==> config.mk <==
export PLATFORM = sky130hd
export DESIGN_NAME = inep_commit_ctrl
export DESIGN_NICKNAME = d
export VERILOG_FILES = /design/src/rtl/inep_pkg.sv /design/src/rtl/inep_fill.sv /design/src/rtl/inep_txbuf.sv /design/src/rtl/inep_seq.sv /design/src/rtl/inep_commit_ctrl.sv
export SDC_FILE = /design/constraint.sdc
export NUM_CORES = 1
export LEC_CHECK = 0
export ABC_AREA = 1
export BUFFER_PORTS_ARGS = -buffer_cell sky130_fd_sc_hd__buf_2
export CAP_MARGIN = 20
export CORE_MARGIN = 2
export CORE_UTILIZATION = 54
export CTS_BUF_LIST = sky130_fd_sc_hd__clkbuf_8
export DETAILED_ROUTE_END_ITERATION = 7
export PLACE_DENSITY_LB_ADDON = 0.2
export SYNTH_ARGS = -nofsm -noshare
export SYNTH_HDL_FRONTEND = slang
export SYNTH_HIERARCHICAL = 1
export SYNTH_SLANG_ARGS = --single-unit
==> constraint.sdc <==
create_clock -name clk -period 3.38 [get_ports clk]
set_input_delay 0.169 -clock clk [delete_from_list [all_inputs] [get_ports clk]]
set_output_delay 0.169 -clock clk [all_outputs]
set_load 0.1 [all_outputs]
==> src/rtl/inep_pkg.sv <==
package inep_pkg;
   typedef enum logic [1:0] {
      ST_IDLE = 2'd0,
      ST_PRE  = 2'd1,
      ST_SEND = 2'd2,
      ST_WAIT = 2'd3
   } seq_state_e;

   typedef enum logic [1:0] {
      RSP_NONE  = 2'd0,
      RSP_NAK   = 2'd1,
      RSP_STALL = 2'd2,
      RSP_DATA  = 2'd3
   } tok_rsp_e;
endpackage

==> src/rtl/inep_fill.sv <==
module inep_fill #(
   parameter int MAX_PKT = 64,
   parameter int DATA_W  = 8,
   parameter int CNT_W   = $clog2(MAX_PKT + 1),
   parameter int IDX_W   = (MAX_PKT > 1) ? $clog2(MAX_PKT) : 1
) (
   input  logic              clk,
   input  logic              rst_n,
   input  logic              wr_en,
   input  logic [DATA_W-1:0] wr_data,
   input  logic              commit,
   input  logic              release_i,
   input  logic [IDX_W-1:0]  rd_idx,
   output logic [DATA_W-1:0] rd_data,
   output logic              armed,
   output logic [CNT_W-1:0]  vsize,
   output logic              ovf
);
   localparam logic [CNT_W-1:0] FULL_CNT = CNT_W'(MAX_PKT);

   logic [DATA_W-1:0] mem [MAX_PKT];
   logic [CNT_W-1:0]  wcnt;
   logic              wr_open;
   logic              wr_ok;
   logic              wr_over;
   logic              arm_now;

   assign wr_open = wr_en && !armed && !commit;
   assign wr_ok   = wr_open && (wcnt < FULL_CNT);
   assign wr_over = wr_open && (wcnt == FULL_CNT);
   assign arm_now = commit && !armed;

   always_ff @(posedge clk) begin
      if (wr_ok) mem[wcnt[IDX_W-1:0]] <= wr_data;
   end

   always_ff @(posedge clk or negedge rst_n) begin
      if (!rst_n) begin
         wcnt  <= '0;
         armed <= 1'b0;
         vsize <= '0;
         ovf   <= 1'b0;
      end else begin
         if (release_i) begin
            wcnt  <= '0;
            armed <= 1'b0;
            vsize <= '0;
         end else begin
            if (wr_ok) wcnt <= wcnt + CNT_W'(1);
            if (arm_now) begin
               armed <= 1'b1;
               vsize <= wcnt;
            end
         end
         if (wr_over) ovf <= 1'b1;
      end
   end

   assign rd_data = mem[rd_idx];
endmodule

==> src/rtl/inep_txbuf.sv <==
module inep_txbuf #(
   parameter int MAX_PKT = 64,
   parameter int DATA_W  = 8,
   parameter bit PREREAD = 1'b1,
   parameter int IDX_W   = (MAX_PKT > 1) ? $clog2(MAX_PKT) : 1
) (
   input  logic              clk,
   input  logic              cp_en,
   input  logic [IDX_W-1:0]  cp_idx,
   input  logic [DATA_W-1:0] cp_data,
   input  logic [IDX_W-1:0]  rd_idx,
   output logic [DATA_W-1:0] q
);
   generate
      if (PREREAD) begin : g_buffered
         logic [DATA_W-1:0] xbuf [MAX_PKT];
         always_ff @(posedge clk) begin
            if (cp_en) xbuf[cp_idx] <= cp_data;
         end
         assign q = xbuf[rd_idx];
      end else begin : g_direct
         logic unused_direct;
         assign unused_direct = ^{clk, cp_en, cp_idx, rd_idx};
         assign q = cp_data;
      end
   endgenerate
endmodule

==> src/rtl/inep_seq.sv <==
module inep_seq
   import inep_pkg::*;
#(
   parameter int MAX_PKT = 64,
   parameter int DATA_W  = 8,
   parameter bit PREREAD = 1'b1,
   parameter int CNT_W   = $clog2(MAX_PKT + 1),
   parameter int IDX_W   = (MAX_PKT > 1) ? $clog2(MAX_PKT) : 1
) (
   input  logic              clk,
   input  logic              rst_n,
   input  logic              tok_in,
   input  logic              ack_i,
   input  logic              tmo_i,
   input  logic              tgl_clr,
   input  logic              halt,
   input  logic              armed,
   input  logic [CNT_W-1:0]  vsize,
   input  logic [DATA_W-1:0] bufq,
   output logic [IDX_W-1:0]  idx,
   output logic              cp_en,
   output logic              release_o,
   output logic              tx_valid,
   output logic [DATA_W-1:0] tx_data,
   output logic              tx_last,
   output logic              tx_zlp,
   output logic              toggle,
   output logic              hs_nak,
   output logic              hs_stall
);
   seq_state_e st;
   tok_rsp_e   rsp;
   logic       is_zlp;
   logic       at_end;

   assign is_zlp = (vsize == '0);
   assign at_end = (CNT_W'(idx) == vsize - CNT_W'(1));

   always_comb begin
      rsp = RSP_NONE;
      if (st == ST_IDLE && tok_in) begin
         if (halt)       rsp = RSP_STALL;
         else if (!armed) rsp = RSP_NAK;
         else            rsp = RSP_DATA;
      end
   end

   assign cp_en     = (st == ST_PRE);
   assign release_o = (st == ST_WAIT) && ack_i;
   assign tx_valid  = (st == ST_SEND);
   assign tx_data   = tx_valid ? bufq : '0;
   assign tx_zlp    = tx_valid && is_zlp;
   assign tx_last   = tx_valid && (is_zlp || at_end);

   always_ff @(posedge clk or negedge rst_n) begin
      if (!rst_n) begin
         st       <= ST_IDLE;
         idx      <= '0;
         hs_nak   <= 1'b0;
         hs_stall <= 1'b0;
      end else begin
         hs_nak   <= (rsp == RSP_NAK);
         hs_stall <= (rsp == RSP_STALL);
         unique case (st)
            ST_IDLE: begin
               idx <= '0;
               if (rsp == RSP_DATA) begin
                  if (is_zlp || !PREREAD) st <= ST_SEND;
                  else                    st <= ST_PRE;
               end
            end
            ST_PRE: begin
               if (at_end) begin
                  idx <= '0;
                  st  <= ST_SEND;
               end else begin
                  idx <= idx + IDX_W'(1);
               end
            end
            ST_SEND: begin
               if (is_zlp || at_end) begin
                  idx <= '0;
                  st  <= ST_WAIT;
               end else begin
                  idx <= idx + IDX_W'(1);
               end
            end
            ST_WAIT: begin
               if (ack_i || tmo_i) st <= ST_IDLE;
            end
            default: st <= ST_IDLE;
         endcase
      end
   end

   always_ff @(posedge clk or negedge rst_n) begin
      if (!rst_n)         toggle <= 1'b0;
      else if (tgl_clr)   toggle <= 1'b0;
      else if (release_o) toggle <= ~toggle;
   end
endmodule

==> src/rtl/inep_commit_ctrl.sv <==
module inep_commit_ctrl #(
   parameter int MAX_PKT = 64,
   parameter int DATA_W  = 8,
   parameter bit PREREAD = 1'b1,
   localparam int CNT_W  = $clog2(MAX_PKT + 1),
   localparam int IDX_W  = (MAX_PKT > 1) ? $clog2(MAX_PKT) : 1
) (
   input  logic              clk,
   input  logic              rst_n,
   input  logic              cpu_wr,
   input  logic [DATA_W-1:0] cpu_wdata,
   input  logic              cpu_commit,
   input  logic              ep_halt,
   input  logic              tgl_clr,
   input  logic              tok_in,
   input  logic              hs_ack,
   input  logic              hs_tmo,
   output logic              tx_valid,
   output logic [DATA_W-1:0] tx_data,
   output logic              tx_last,
   output logic              tx_zlp,
   output logic              tx_pid1,
   output logic              hs_nak,
   output logic              hs_stall,
   output logic              tx_armed,
   output logic [CNT_W-1:0]  valid_size,
   output logic              wr_ovf
);
   initial begin
      assert (MAX_PKT >= 1 && MAX_PKT <= 1024)
         else $error("MAX_PKT out of range");
      assert (DATA_W >= 1)
         else $error("DATA_W must be positive");
   end

   logic [IDX_W-1:0]  idx;
   logic [DATA_W-1:0] store_q;
   logic [DATA_W-1:0] buf_q;
   logic              cp_en;
   logic              rel;

   inep_fill #(
      .MAX_PKT (MAX_PKT),
      .DATA_W  (DATA_W),
      .CNT_W   (CNT_W),
      .IDX_W   (IDX_W)
   ) u_fill (
      .clk       (clk),
      .rst_n     (rst_n),
      .wr_en     (cpu_wr),
      .wr_data   (cpu_wdata),
      .commit    (cpu_commit),
      .release_i (rel),
      .rd_idx    (idx),
      .rd_data   (store_q),
      .armed     (tx_armed),
      .vsize     (valid_size),
      .ovf       (wr_ovf)
   );

   inep_txbuf #(
      .MAX_PKT (MAX_PKT),
      .DATA_W  (DATA_W),
      .PREREAD (PREREAD),
      .IDX_W   (IDX_W)
   ) u_txbuf (
      .clk     (clk),
      .cp_en   (cp_en),
      .cp_idx  (idx),
      .cp_data (store_q),
      .rd_idx  (idx),
      .q       (buf_q)
   );

   inep_seq #(
      .MAX_PKT (MAX_PKT),
      .DATA_W  (DATA_W),
      .PREREAD (PREREAD),
      .CNT_W   (CNT_W),
      .IDX_W   (IDX_W)
   ) u_seq (
      .clk       (clk),
      .rst_n     (rst_n),
      .tok_in    (tok_in),
      .ack_i     (hs_ack),
      .tmo_i     (hs_tmo),
      .tgl_clr   (tgl_clr),
      .halt      (ep_halt),
      .armed     (tx_armed),
      .vsize     (valid_size),
      .bufq      (buf_q),
      .idx       (idx),
      .cp_en     (cp_en),
      .release_o (rel),
      .tx_valid  (tx_valid),
      .tx_data   (tx_data),
      .tx_last   (tx_last),
      .tx_zlp    (tx_zlp),
      .toggle    (tx_pid1),
      .hs_nak    (hs_nak),
      .hs_stall  (hs_stall)
   );
endmodule

==> qor.txt <==
CP Max Fanout -> 37
switching power -> 9.934 mW
Lkg Pwr -> 18.35 nW
Peak Freq -> 307.1 MHz
clock-pin slew on the worst setup and hold paths -> 0.06 ns
Post-Syn Area -> 44050 sq um
met2 Resource Use GR -> 44.42%
Critical Path RT -> 3.21 ns
Clock Latency Late Sink -> 0.83 ns
initial antenna violation count -> 1
r2r setup slk -> 0.46 ns
Int Pwr -> 21.76 mW
Via-to-Cell Ratio -> 5.662
Slew headroom -> 26.43%
Async SR Flop Fraction -> 2.569%
Final Cell Area -> 49350 sq um
Clk pwr share -> 31.4%
RSZ-0062 raised after global routing -> true
Slew @ Worst Pin -> 1.104 ns
Primary FF master, synth -> edfxtp_1
final setup violation count -> 0
Yosys reg bits -> 1051
crit start category -> flip-flop
outcome -> complete, no violations
met1 global-route usage -> 35.76%
largest net degree at the start of global routing -> 97
top cells by area, synth -> edfxtp_1 (70%), nand2_1 (12%), nand3_1 (10%)
Die X -> 289.6 microns
Starting Density -> 54.60%
routed vias -> 29630
Net Count, Synth -> 3878
Worst Setup EP -> tx_data[0]
Worst Setup End Kind -> output port
gr busiest metal -> met2
final hold viol count -> 0
number of warning messages in the yosys log -> 6
sequential area share after synthesis -> 71.33%
WL final -> 111.6 mm
gr usage total -> 26.86%
GRT overflow -> 0
Post-synth EDFFs -> 1024
post-place setup slack -> 0.6532 ns
reg2reg path depth -> 13
Core Area -> 80680 sq um
Fin Setup TNS -> 0 ns
post-DR wirelength/cell -> 21.33 microns
crit path time final -> 3.256 ns
Final Max Tran Viols -> 0
Sequential Power Share -> 47.7%
1st-pass router iterations -> 6
CTS Buf Count -> 169
Filler cells -> 6394
Worst Setup SP -> u_seq/idx[0]
Synth top cells by count -> nand2_1 (1378), edfxtp_1 (1024), nand3_1 (889)
htree depth -> 4
top-count cell post-synth -> nand2_1
WP data arrival -> 3.09 ns
Area Overhead vs Synth -> 12.02%
IO buf count -> 39
Netlist cell types -> 33
DRT antenna net count -> 0
Total Power -> 31.70 mW
reg-to-reg endpoint -> u_txbuf/g_buffered.xbuf[28][2]
fin nets -> 4061
max_cap viols -> 0
Net Sw Frac -> 31.34%
die height -> 289.6 microns
post-DP HPWL -> 65.93 mm
Worst Skew -> 0.03301 ns
routability cong. -> 0.8977
cell taking the most area after synthesis -> edfxtp_1
TritonCTS clock tree -> yes
IO Count -> 40
Critical R2R Launch -> u_seq/idx[0]
GRT met3 Usage -> 4.686%
final cycle utilization of the critical path -> 96.34%
post-route setup slack -> 0.1237 ns
CP Class -> flip-flop to output port
vias in the first global route -> 28640
Core Util, Final -> 61.17%
clk buf depth -> 3
Rows -> 104
global-route wire length before repair -> 168.6 mm
share of layout cells above drive strength 1 -> 10.84%
clock sinks -> 1051
Synth top area share -> 69.80%
DR iter-0 viols -> 2933
power per cell area -> 642.3 nW/um^2
die footprint -> 83880 sq um
root buffer cell -> clkbuf_8
Gate power share -> 21.0%
DRC Markers -> 0
syn avg cell area -> 11.44 sq um
Worst VDD drop -> 761.1 uV
Placed Instance Area -> 45780 sq um
HP Class -> primary input to flip-flop
Post-Synthesis Cells -> 3852
[layer usage]
metal | share of wire, % | up-vias
met5 | 0 | -
li1 | - | 13830
met3 | 6.8 | 219
met4 | 3.3 | 0
met2 | 49 | 1183
met1 | 40 | 14390
[flip-flops by register name (all words and copies together), names as in the netlist]
signal and cells:
u_fill/mem 512, u_txbuf/g_buffered.xbuf 512, u_fill/vsize 7, u_fill/wcnt 7
u_seq/idx 6, u_seq/st 2, u_fill/armed 1, u_fill/ovf 1
u_seq/hs_nak 1, u_seq/hs_stall 1, u_seq/toggle 1
[kinds of logic after synthesis]
kind of cell | share of synthesized area [%]
DFF | 71.33
AOI/OAI and AO/OA | 0.3976
and+or+nand+nor | 23.67
adders and majority gates | 0.2556
buffers and inverters | 4.345
[cells in the final DEF (no fill, tap or decap), types with 4 or more instances in the layout]
cell type / instances
a21oi_1: 4
buf_12: 35
buf_16: 7
buf_2: 30
buf_4: 135
buf_6: 6
clkbuf_8: 171
clkinv_1: 41
clkinv_2: 11
clkinv_8: 4
dfrtp_1: 23
dlygate4sd3_1: 20
edfxtp_1: 1024
ha_1: 9
inv_1: 139
inv_2: 8
inv_6: 4
nand2_1: 1370
nand2_2: 10
nand3_1: 888
nand4_1: 14
nor2_1: 142
nor3_1: 10
nor4_1: 8
o21ai_0: 5
o22ai_1: 13
[area by class of cell]
type / count / area, sq um / share of cell area [%]
well taps: 1060 / 1326 / 2.688
clock buffers: 171 / 2354 / 4.769
inverters: 85 / 355.3 / 0.7201
flip-flops and latches: 1051 / 31440 / 63.71
repair buffers: 238 / 2412 / 4.888
multi-input cells: 2490 / 10740 / 21.77
clock inverters: 135 / 715.7 / 1.450
diodes: 2 / 5.005 / 0.01014
[worst max-delay path: stages, from the launching register on]
cell and delay [ns]:
dfrtp_4 0.49, buf_12 0.16, clkinv_16 0.12, buf_4 0.26, nand2_1 0.07, nand3_1 0.08
nand3_1 0.13, nand2_1 0.10, nand2_1 0.07, nand3_1 0.18, nand3_1 0.17, nand2_1 0.09
nand2_1 0.05, inv_1 0.10, buf_12 0.18
[power groups by stage]
stage	combinational, mW	clock, mW	sequential, mW
3_3_place_gp	6.35	0	15.4
3_5_place_dp	6.42	0	15.4
4_1_cts	6.52	10.1	15.1
2_1_floorplan	4.27	0	15.6
6_report	6.65	9.94	15.1
5_1_grt	7.25	10.7	15.1
[what timing repair did]
item	in CTS	in global routing
gates cloned	0	2
setup buffers	4	2
resized for setup	5	30
endpoints found under the hold margin	182	0
setup endpoints to repair	8	9
hold buffers	21	0
[worst min-delay path by stage]
stage / start / to / slack, ns / cells past startpoint
finish: cpu_wdata[2] / u_fill/mem[58][2] / 0.06 / 1
global route: cpu_wdata[2] / u_fill/mem[59][2] / 0.03 / 1
CTS: cpu_wdata[2] / u_fill/mem[58][2] / 0.01 / 1
detailed placement: rst_n / u_fill/armed / 0.25 / 1
global placement: rst_n / u_seq/toggle / 0.25 / 1
floorplan: rst_n / u_fill/armed / -0.13 / 0
[stage by stage]
stage | hold slack, ns | std cells
2_1_floorplan | -0.1266 | 3852
3_3_place_gp | 0.2502 | 4895
3_5_place_dp | 0.2513 | 4895
4_1_cts | 0.01422 | 5226
5_1_grt | 0.03257 | 5231
6_report | 0.06371 | 5232
No activity file was read; power rests on OpenSTA's default activity.
